[config.mk]
export PLATFORM = sky130hd
export DESIGN_NAME = halfclk_ack_gen
export DESIGN_NICKNAME = d
export VERILOG_FILES = /design/src/rtl/halfclk_ack_pkg.sv /design/src/rtl/half_divider.sv /design/src/rtl/sel_shift.sv /design/src/rtl/aux_pass.sv /design/src/rtl/halfclk_ack_gen.sv
export SDC_FILE = /design/constraint.sdc
export NUM_CORES = 1
export LEC_CHECK = 0
export ABC_AREA = 1
export BUFFER_PORTS_ARGS = -buffer_cell sky130_fd_sc_hd__buf_2
export CAP_MARGIN = 15
export CORE_AREA = 5 5 42 44
export CTS_BUF_LIST = sky130_fd_sc_hd__clkbuf_4 sky130_fd_sc_hd__clkbuf_8
export DETAILED_ROUTE_END_ITERATION = 16
export DIE_AREA = 0 0 47 49
export PLACE_DENSITY = 0.38
export SLEW_MARGIN = 30
export SYNTH_ARGS = -nofsm -noshare
export SYNTH_HDL_FRONTEND = slang
export SYNTH_SLANG_ARGS = --single-unit
[constraint.sdc]
create_clock -name clk_fast -period 0.8 [get_ports clk_fast]
set_input_delay 0.08 -clock clk_fast [delete_from_list [all_inputs] [get_ports clk_fast]]
set_output_delay 0.08 -clock clk_fast [all_outputs]
set_load 0.005 [all_outputs]
[src/rtl/halfclk_ack_pkg.sv]
package halfclk_ack_pkg;

    localparam int unsigned ACK_STAGES_DEF = 2;

    typedef struct packed {
        logic half;
        logic fall_en;
    } half_state_t;

    typedef enum logic {
        LVL_ASSERTED   = 1'b0,
        LVL_DEASSERTED = 1'b1
    } act_low_e;

    function automatic logic next_half(input logic rst_n, input logic cur);
        return rst_n ? ~cur : 1'b1;
    endfunction

    function automatic logic ack_override(input logic stage_lvl, input logic dma);
        return dma ? LVL_DEASSERTED : stage_lvl;
    endfunction

endpackage

[src/rtl/half_divider.sv]
module half_divider
    import halfclk_ack_pkg::*;
(
    input  logic        clk,
    input  logic        rst_n,
    output half_state_t st
);
    logic half_q;

    always_ff @(posedge clk) begin
        half_q <= next_half(rst_n, half_q);
    end

    // The register is 1 now, so this edge takes it to 0: a divided-clock fall.
    always_comb begin
        st.half    = half_q;
        st.fall_en = half_q & rst_n;
    end
endmodule

[src/rtl/sel_shift.sv]
module sel_shift #(
    parameter int unsigned STAGES = 2
) (
    input  logic              clk,
    input  logic              rst_n,
    input  logic              en,
    input  logic              din,
    output logic [STAGES-1:0] q
);
    localparam logic [STAGES-1:0] PRESET = '1;

    logic [STAGES-1:0] sh;

    for (genvar g = 0; g < STAGES; g++) begin : g_stage
        logic d_in;
        if (g == 0) begin : g_head
            assign d_in = din;
        end else begin : g_body
            assign d_in = sh[g-1];
        end
        always_ff @(posedge clk) begin
            if (!rst_n) begin
                sh[g] <= PRESET[g];
            end else if (en) begin
                sh[g] <= d_in;
            end
        end
    end

    assign q = sh;
endmodule

[src/rtl/aux_pass.sv]
module aux_pass (
    input  logic a,
    output logic y,
    output logic y_n
);
    assign y   = a;
    assign y_n = ~a;
endmodule

[src/rtl/halfclk_ack_gen.sv]
module halfclk_ack_gen
    import halfclk_ack_pkg::*;
#(
    parameter int unsigned ACK_STAGES = ACK_STAGES_DEF
) (
    input  logic clk_fast,
    input  logic mst_rst_n,
    input  logic ram_sel_n,
    input  logic dma_ack,
    input  logic aux_clk,
    output logic half_clk,
    output logic ack_n,
    output logic tst_q,
    output logic aux_buf,
    output logic aux_inv
);
    localparam int unsigned LAST = ACK_STAGES - 1;

    half_state_t       hs;
    logic [LAST:0]     pipe;

    half_divider u_div (
        .clk   (clk_fast),
        .rst_n (mst_rst_n),
        .st    (hs)
    );

    sel_shift #(.STAGES(ACK_STAGES)) u_shift (
        .clk   (clk_fast),
        .rst_n (mst_rst_n),
        .en    (hs.fall_en),
        .din   (ram_sel_n),
        .q     (pipe)
    );

    aux_pass u_aux (
        .a   (aux_clk),
        .y   (aux_buf),
        .y_n (aux_inv)
    );

    assign half_clk = hs.half;
    assign tst_q    = pipe[0];
    assign ack_n    = ack_override(pipe[LAST], dma_ack);
endmodule

==> impl_metrics.tcl, run 1 <==
set metrics [dict create \
    gr-usage-all-layers 0.0422 \
    syn_area_per_cell_sq_um 8.57 \
    synth_ff_type "dfxtp_1" \
    die_area_sq_mm 0.00230 \
    cts_hold_buffers 0 \
    drt_pre_antenna_iters 1 \
    drv_cap 0 \
    cp_max_fo 2 \
    cts_tree "yes" \
    num_vias 124 \
    max-slew-margin-rel 0.932 \
    ys_ff_latch 3 \
    peakVddDrop_uv 614 \
    power_density_mw_per_mm2 2480 \
    synth.distinct_cells 7 \
    max_freq_ghz 1.05 \
    post_cts_buffers 0 \
    multi_input_area_sq_um 42.5 \
    yosysMostFrequentCell "nand3_1" \
    critical_path_required_ns 0.72 \
    cts_made_buffers 3 \
    synthTopCellsByArea "dfxtp_1 (54%), nand3_1 (18%), buf_4 (6.7%)" \
    fin_crit_sh 1.19 \
    tns_ns -0.153 \
    stdcell_area_sq_um 210 \
    cts_max_level 1 \
    synth_edf_count 0 \
    gp_congestion 0.644 \
    final.setup.worst_slack_ns -0.153 \
    grt_pass1_vias 140 \
    grt_max_degree 6 \
    clockRootBuffer "clkbuf_4" \
    tightest_slew_ns 0.102 \
    overflow 0 \
    nFillCells 172 \
    finalSetupViolations 1 \
    synth_seq_area_share 0.539 \
    routed_wl_um 363 \
    synth_top_area_cell "dfxtp_1" \
    clkTransAtPathRegs_ns 0.04 \
    regArea_sq_um 62.6 \
    stdcell_count 41 \
    chipHeight_um 49 \
    dpl_cell_area_sq_um 169 \
    postRouteAntennaNets 0 \
    synth_top_area_share 0.539 \
    synth_cells 13 \
    synth_area_sq_um 111 \
    start_util 0.0795 \
    drtIter0Drc 0 \
    async_reset_ff_frac 0 \
    fin_worst_skew_ns 0.00136 \
    synth.net_count 18 \
    placed_cells 37 \
    finalHoldViolCount 0 \
    grt_pass1_wl_um 572 \
    yosys-top-cells-count "nand3_1 (4), dfxtp_1 (3), nand2_1 (2)" \
    clk-insertion-delay-late_ns 0.23 \
    drive_gt1_frac 0.680 \
    cp-start-kind "flip-flop" \
    rsz0062_at_grt "yes" \
    antenna_cells 0 \
    hold-worst-slack_ns 0.0967 \
    placementRows 14 \
    endpoint_kind "primary output" \
    fin_crit_ns 0.953 \
    clk_path_buf_depth 2 \
    wl_per_cell_um 8.85 \
    crit_type "reg -> out" \
    status "complete, but fails checks" \
    violations "setup timing" \
    yosysWarnings 0 \
    min_path_type "in -> reg" \
    cp_data_arrival_time_ns 0.87 \
    io_pins 10 \
    drc 0 \
    core-area_sq_mm 0.00140 \
    port_buffers 9 \
    via_per_inst 3.02 \
    die_x_um 47 \
    area_growth_pct 88.8 \
    nets 31 \
    clock_sinks 3 \
    slew_violations 0 \
    antenna_found_initial 0 \
    leakage_nw 0.105 \
]
-- worst max-delay path, stage by stage (launching register included) --
cell	delay, ns
dfxtp_1	0.30
or2_4	0.23
buf_6	0.11
-- repair_timing --
item                                    in CTS  in global routing
endpoints found under the setup margin       2                  3
gates cloned                                 0                  0
gates resized for setup                      3                  1
pin swaps                                    1                  0
-- cell families after synthesis --
group / after synthesis / synth area share
flip-flops: 3 / 0.539
buffers and inverters: 2 / 0.101
AND/OR/NAND/NOR: 8 / 0.360
-- state kept, by name, indices dropped and copies added, names as in the netlist --
signal and cells:
u_div.half_q 1, u_shift.q 1, u_shift.g_stage.d_in 1
-- metrics by stage --
stage | setup WS [ns] | utilization | power (mW)
6_report | -0.153 | 0.150 | 0.522
3_3_place_gp | 0.0143 | 0.121 | 0.222
4_1_cts | -0.166 | 0.149 | 0.541
3_5_place_dp | 0.00290 | 0.121 | 0.222
2_1_floorplan | 0.144 | - | 0.194
5_1_grt | -0.190 | 0.150 | 0.566
-- placed cells by master, fill, tap and decap left out --
cell type | netlist | layout
buf_2 | 0 | 8
buf_6 | 0 | 1
clkbuf_4 | 0 | 4
dfxtp_1 | 3 | 1
dfxtp_2 | 0 | 2
inv_1 | 1 | 1
nand2_1 | 2 | 2
nand2_2 | 1 | 1
nand3_1 | 4 | 4
or2_4 | 0 | 1
-- final timing paths --
kind | end | depth (start not counted) | start | slack, ns
min | u_div.half_q | 2 | mst_rst_n | 0.1
min reg2reg | u_div.half_q | 1 | u_div.half_q | 0.44
max | ack_n | 2 | u_shift.q[1] | -0.15
max reg2reg | u_shift.g_stage[1].d_in | 3 | u_div.half_q | 0.15
-- layer usage --
layer  global-route usage  up-vias  share of wire
li1                     -       64              -
met1               0.0526       50           0.60
met2               0.0317       10           0.23
met3               0.0480        0           0.17
met5                    0        -              0
met4               0.0415        0              0
-- power breakdown --
part           total [mW]  internal (mW)  switching [mW]
registers           0.171          0.164         0.00790
clock network       0.296          0.221          0.0755
logic              0.0545         0.0295          0.0250
-- layout make-up --
| class | instances | share of cell area |
|---|---|---|
| timing repair buffer | 9 | 0.244 |
| inverter | 1 | 0.0179 |
| tap | 16 | 0.0952 |
| sequential | 3 | 0.298 |
| multi-input combinational | 8 | 0.202 |
| clock buffer | 4 | 0.143 |
Note: power is estimated with default switching activity, not from simulation.
==> inputs of run 2 (changes only) <==
--- a/config.mk
+++ b/config.mk
@@ -8,11 +8,13 @@
 export ABC_AREA = 1
 export BUFFER_PORTS_ARGS = -buffer_cell sky130_fd_sc_hd__buf_2
 export CAP_MARGIN = 15
+export CELL_PAD_IN_SITES_DETAIL_PLACEMENT = 1
+export CELL_PAD_IN_SITES_GLOBAL_PLACEMENT = 1
 export CORE_AREA = 5 5 42 44
 export CTS_BUF_LIST = sky130_fd_sc_hd__clkbuf_4 sky130_fd_sc_hd__clkbuf_8
 export DETAILED_ROUTE_END_ITERATION = 16
 export DIE_AREA = 0 0 47 49
-export PLACE_DENSITY = 0.38
+export PLACE_DENSITY = 0.46
 export SLEW_MARGIN = 30
 export SYNTH_ARGS = -nofsm -noshare
 export SYNTH_HDL_FRONTEND = slang
==> run 2 against run 1 <==
The flow still finishes with violations (setup timing). Highest routed layer unchanged. Largest cell class unchanged. Maximum frequency decreased by 0.47%. Clock power increased by 1%. Worst setup slack got worse by 0.0045 ns. Core utilization increased by 0.71 points. Critical endpoint unchanged. Routed wire length increased by 12%.
==> impl_metrics.tcl, run 2 (synthesis results as in run 1) <==
set metrics [dict create \
    antenna_cells 0 \
    clk-insertion-delay-late_ns 0.23 \
    routed_wl_um 406 \
    cpPeakStageDelay_ns 0.31 \
    fin_crit_sh 1.20 \
    gr-usage-all-layers 0.0471 \
    placementRows 14 \
    min_path_type "in -> reg" \
    final_common_cell "buf_2" \
    cp_max_fo 2 \
    drive_gt1_frac 0.720 \
    slew_violations 0 \
    critical_path_required_ns 0.72 \
    multi_input_area_sq_um 42.5 \
    r2r_cells 3 \
    gp_congestion 0.728 \
    reg2reg_slack_ns 0.12 \
    grt_max_degree 6 \
    nets 31 \
    r2r_start "u_div.half_q" \
    max_freq_ghz 1.04 \
    tns_ns -0.158 \
    crit_type "reg -> out" \
    finalHoldViolCount 0 \
    cp-start-kind "flip-flop" \
    core-area_sq_mm 0.00140 \
    clk_path_buf_depth 2 \
    routed.top_layer "met3" \
    critPathSlowestCell "dfxtp_2" \
    cts_tree "yes" \
    whs_path_depth 2 \
    final.setup.worst_slack_ns -0.158 \
    cts_max_level 1 \
    path_cells "or2_4 -> buf_6" \
    die_area_sq_mm 0.00230 \
    endpoint_kind "primary output" \
    grt_pass1_wl_um 648 \
    stdcell_count 41 \
    placed_cells 37 \
    violations "setup timing" \
    clkTransAtPathRegs_ns 0.04 \
    hold-path-endpoint "u_shift.q[1]" \
    io_pins 10 \
    drv_cap 0 \
    final_cell_mix "buf_2 (7), nand3_1 (4), clkbuf_4 (4)" \
    chipHeight_um 49 \
    num_vias 137 \
    reg2reg_to "u_shift.g_stage[1].d_in" \
    drt_pre_antenna_iters 2 \
    place_ws_ns 0.0232 \
    cp_data_arrival_time_ns 0.88 \
    drc 0 \
    start_util 0.0795 \
    cts_made_buffers 3 \
    clockRootBuffer "clkbuf_4" \
    route.met3.wl_um 78 \
    regArea_sq_um 66.3 \
    cts_hold_buffers 0 \
    min_from "mst_rst_n" \
    area_growth_pct 97.8 \
    p_total_mw 0.531 \
    wl_met2_um 140 \
    nFillCells 178 \
    overflow 0 \
    rsz0062_at_grt "yes" \
    drtIter0Drc 2 \
    max-slew-margin-rel 0.934 \
    port_buffers 9 \
    fin_worst_skew_ns 0.00325 \
    antenna_found_initial 0 \
    tightest_slew_ns 0.0992 \
    power_density_mw_per_mm2 2410 \
    finalSetupViolations 1 \
    leakage_nw 0.108 \
    peakVddDrop_uv 398 \
    fin_crit_ns 0.958 \
    via_per_inst 3.34 \
    postRouteAntennaNets 0 \
    die_x_um 47 \
    wl_per_cell_um 9.90 \
    clock_sinks 3 \
    post_cts_buffers 0 \
    status "complete, but fails checks" \
    grt_pass1_vias 170 \
    m1WireLength_um 187 \
]
## run 2: cell counts in the layout (fill, tap and decap cells not counted)
No cell type changed its count.
## run 2: layer usage
metal,track usage,up-vias
li1,-,65
met1,0.0417,62
met2,0.0452,10
met3,0.0701,0
met4,0.0415,0
met5,0,-
## run 2: cell type report
class                      count  area share
inverter                       1      0.0170
clock buffer                   4       0.136
multi-input combinational      8       0.193
tap                           16      0.0909
sequential                     3       0.301
timing repair buffer           9       0.261
## run 2: critical path, delay by kind of cell, from the launching register on
kind                   cells  cell delay [ns]
buffers and inverters      1             0.11
flip-flops                 1             0.31
AND/OR/NAND/NOR            1             0.22
## run 2: report_power, final
part / internal [mW] / switching (mW)
clock network: 0.221 / 0.0790
registers: 0.163 / 0.00924
logic: 0.0334 / 0.0256
total: 0.417 / 0.114
## run 2: repair_timing
action,in CTS,in global routing
pin swaps,1,0
gates resized for setup,4,3
setup endpoints to repair,2,3
## run 2: stage by stage
step	instance area, sq um	util	hold WS (ns)
after CTS	210	0.150	0.0832
after global placement	169	0.121	0.315
after detailed placement	169	0.121	0.327
after floorplan	111	-	0.159
after global routing	220	0.157	0.0921
final	220	0.157	0.0888
## run 2: how the worst max path moves through the flow
stage | cells past startpoint | endpoint | startpoint
after detailed placement | 2 | ack_n | u_shift.q[1]
after floorplan | 3 | u_shift.g_stage[1].d_in | u_div.half_q
after global routing | 2 | ack_n | u_shift.q[1]
final | 2 | ack_n | u_shift.q[1]
after global placement | 2 | ack_n | u_shift.q[1]
after CTS | 2 | ack_n | u_shift.q[1]
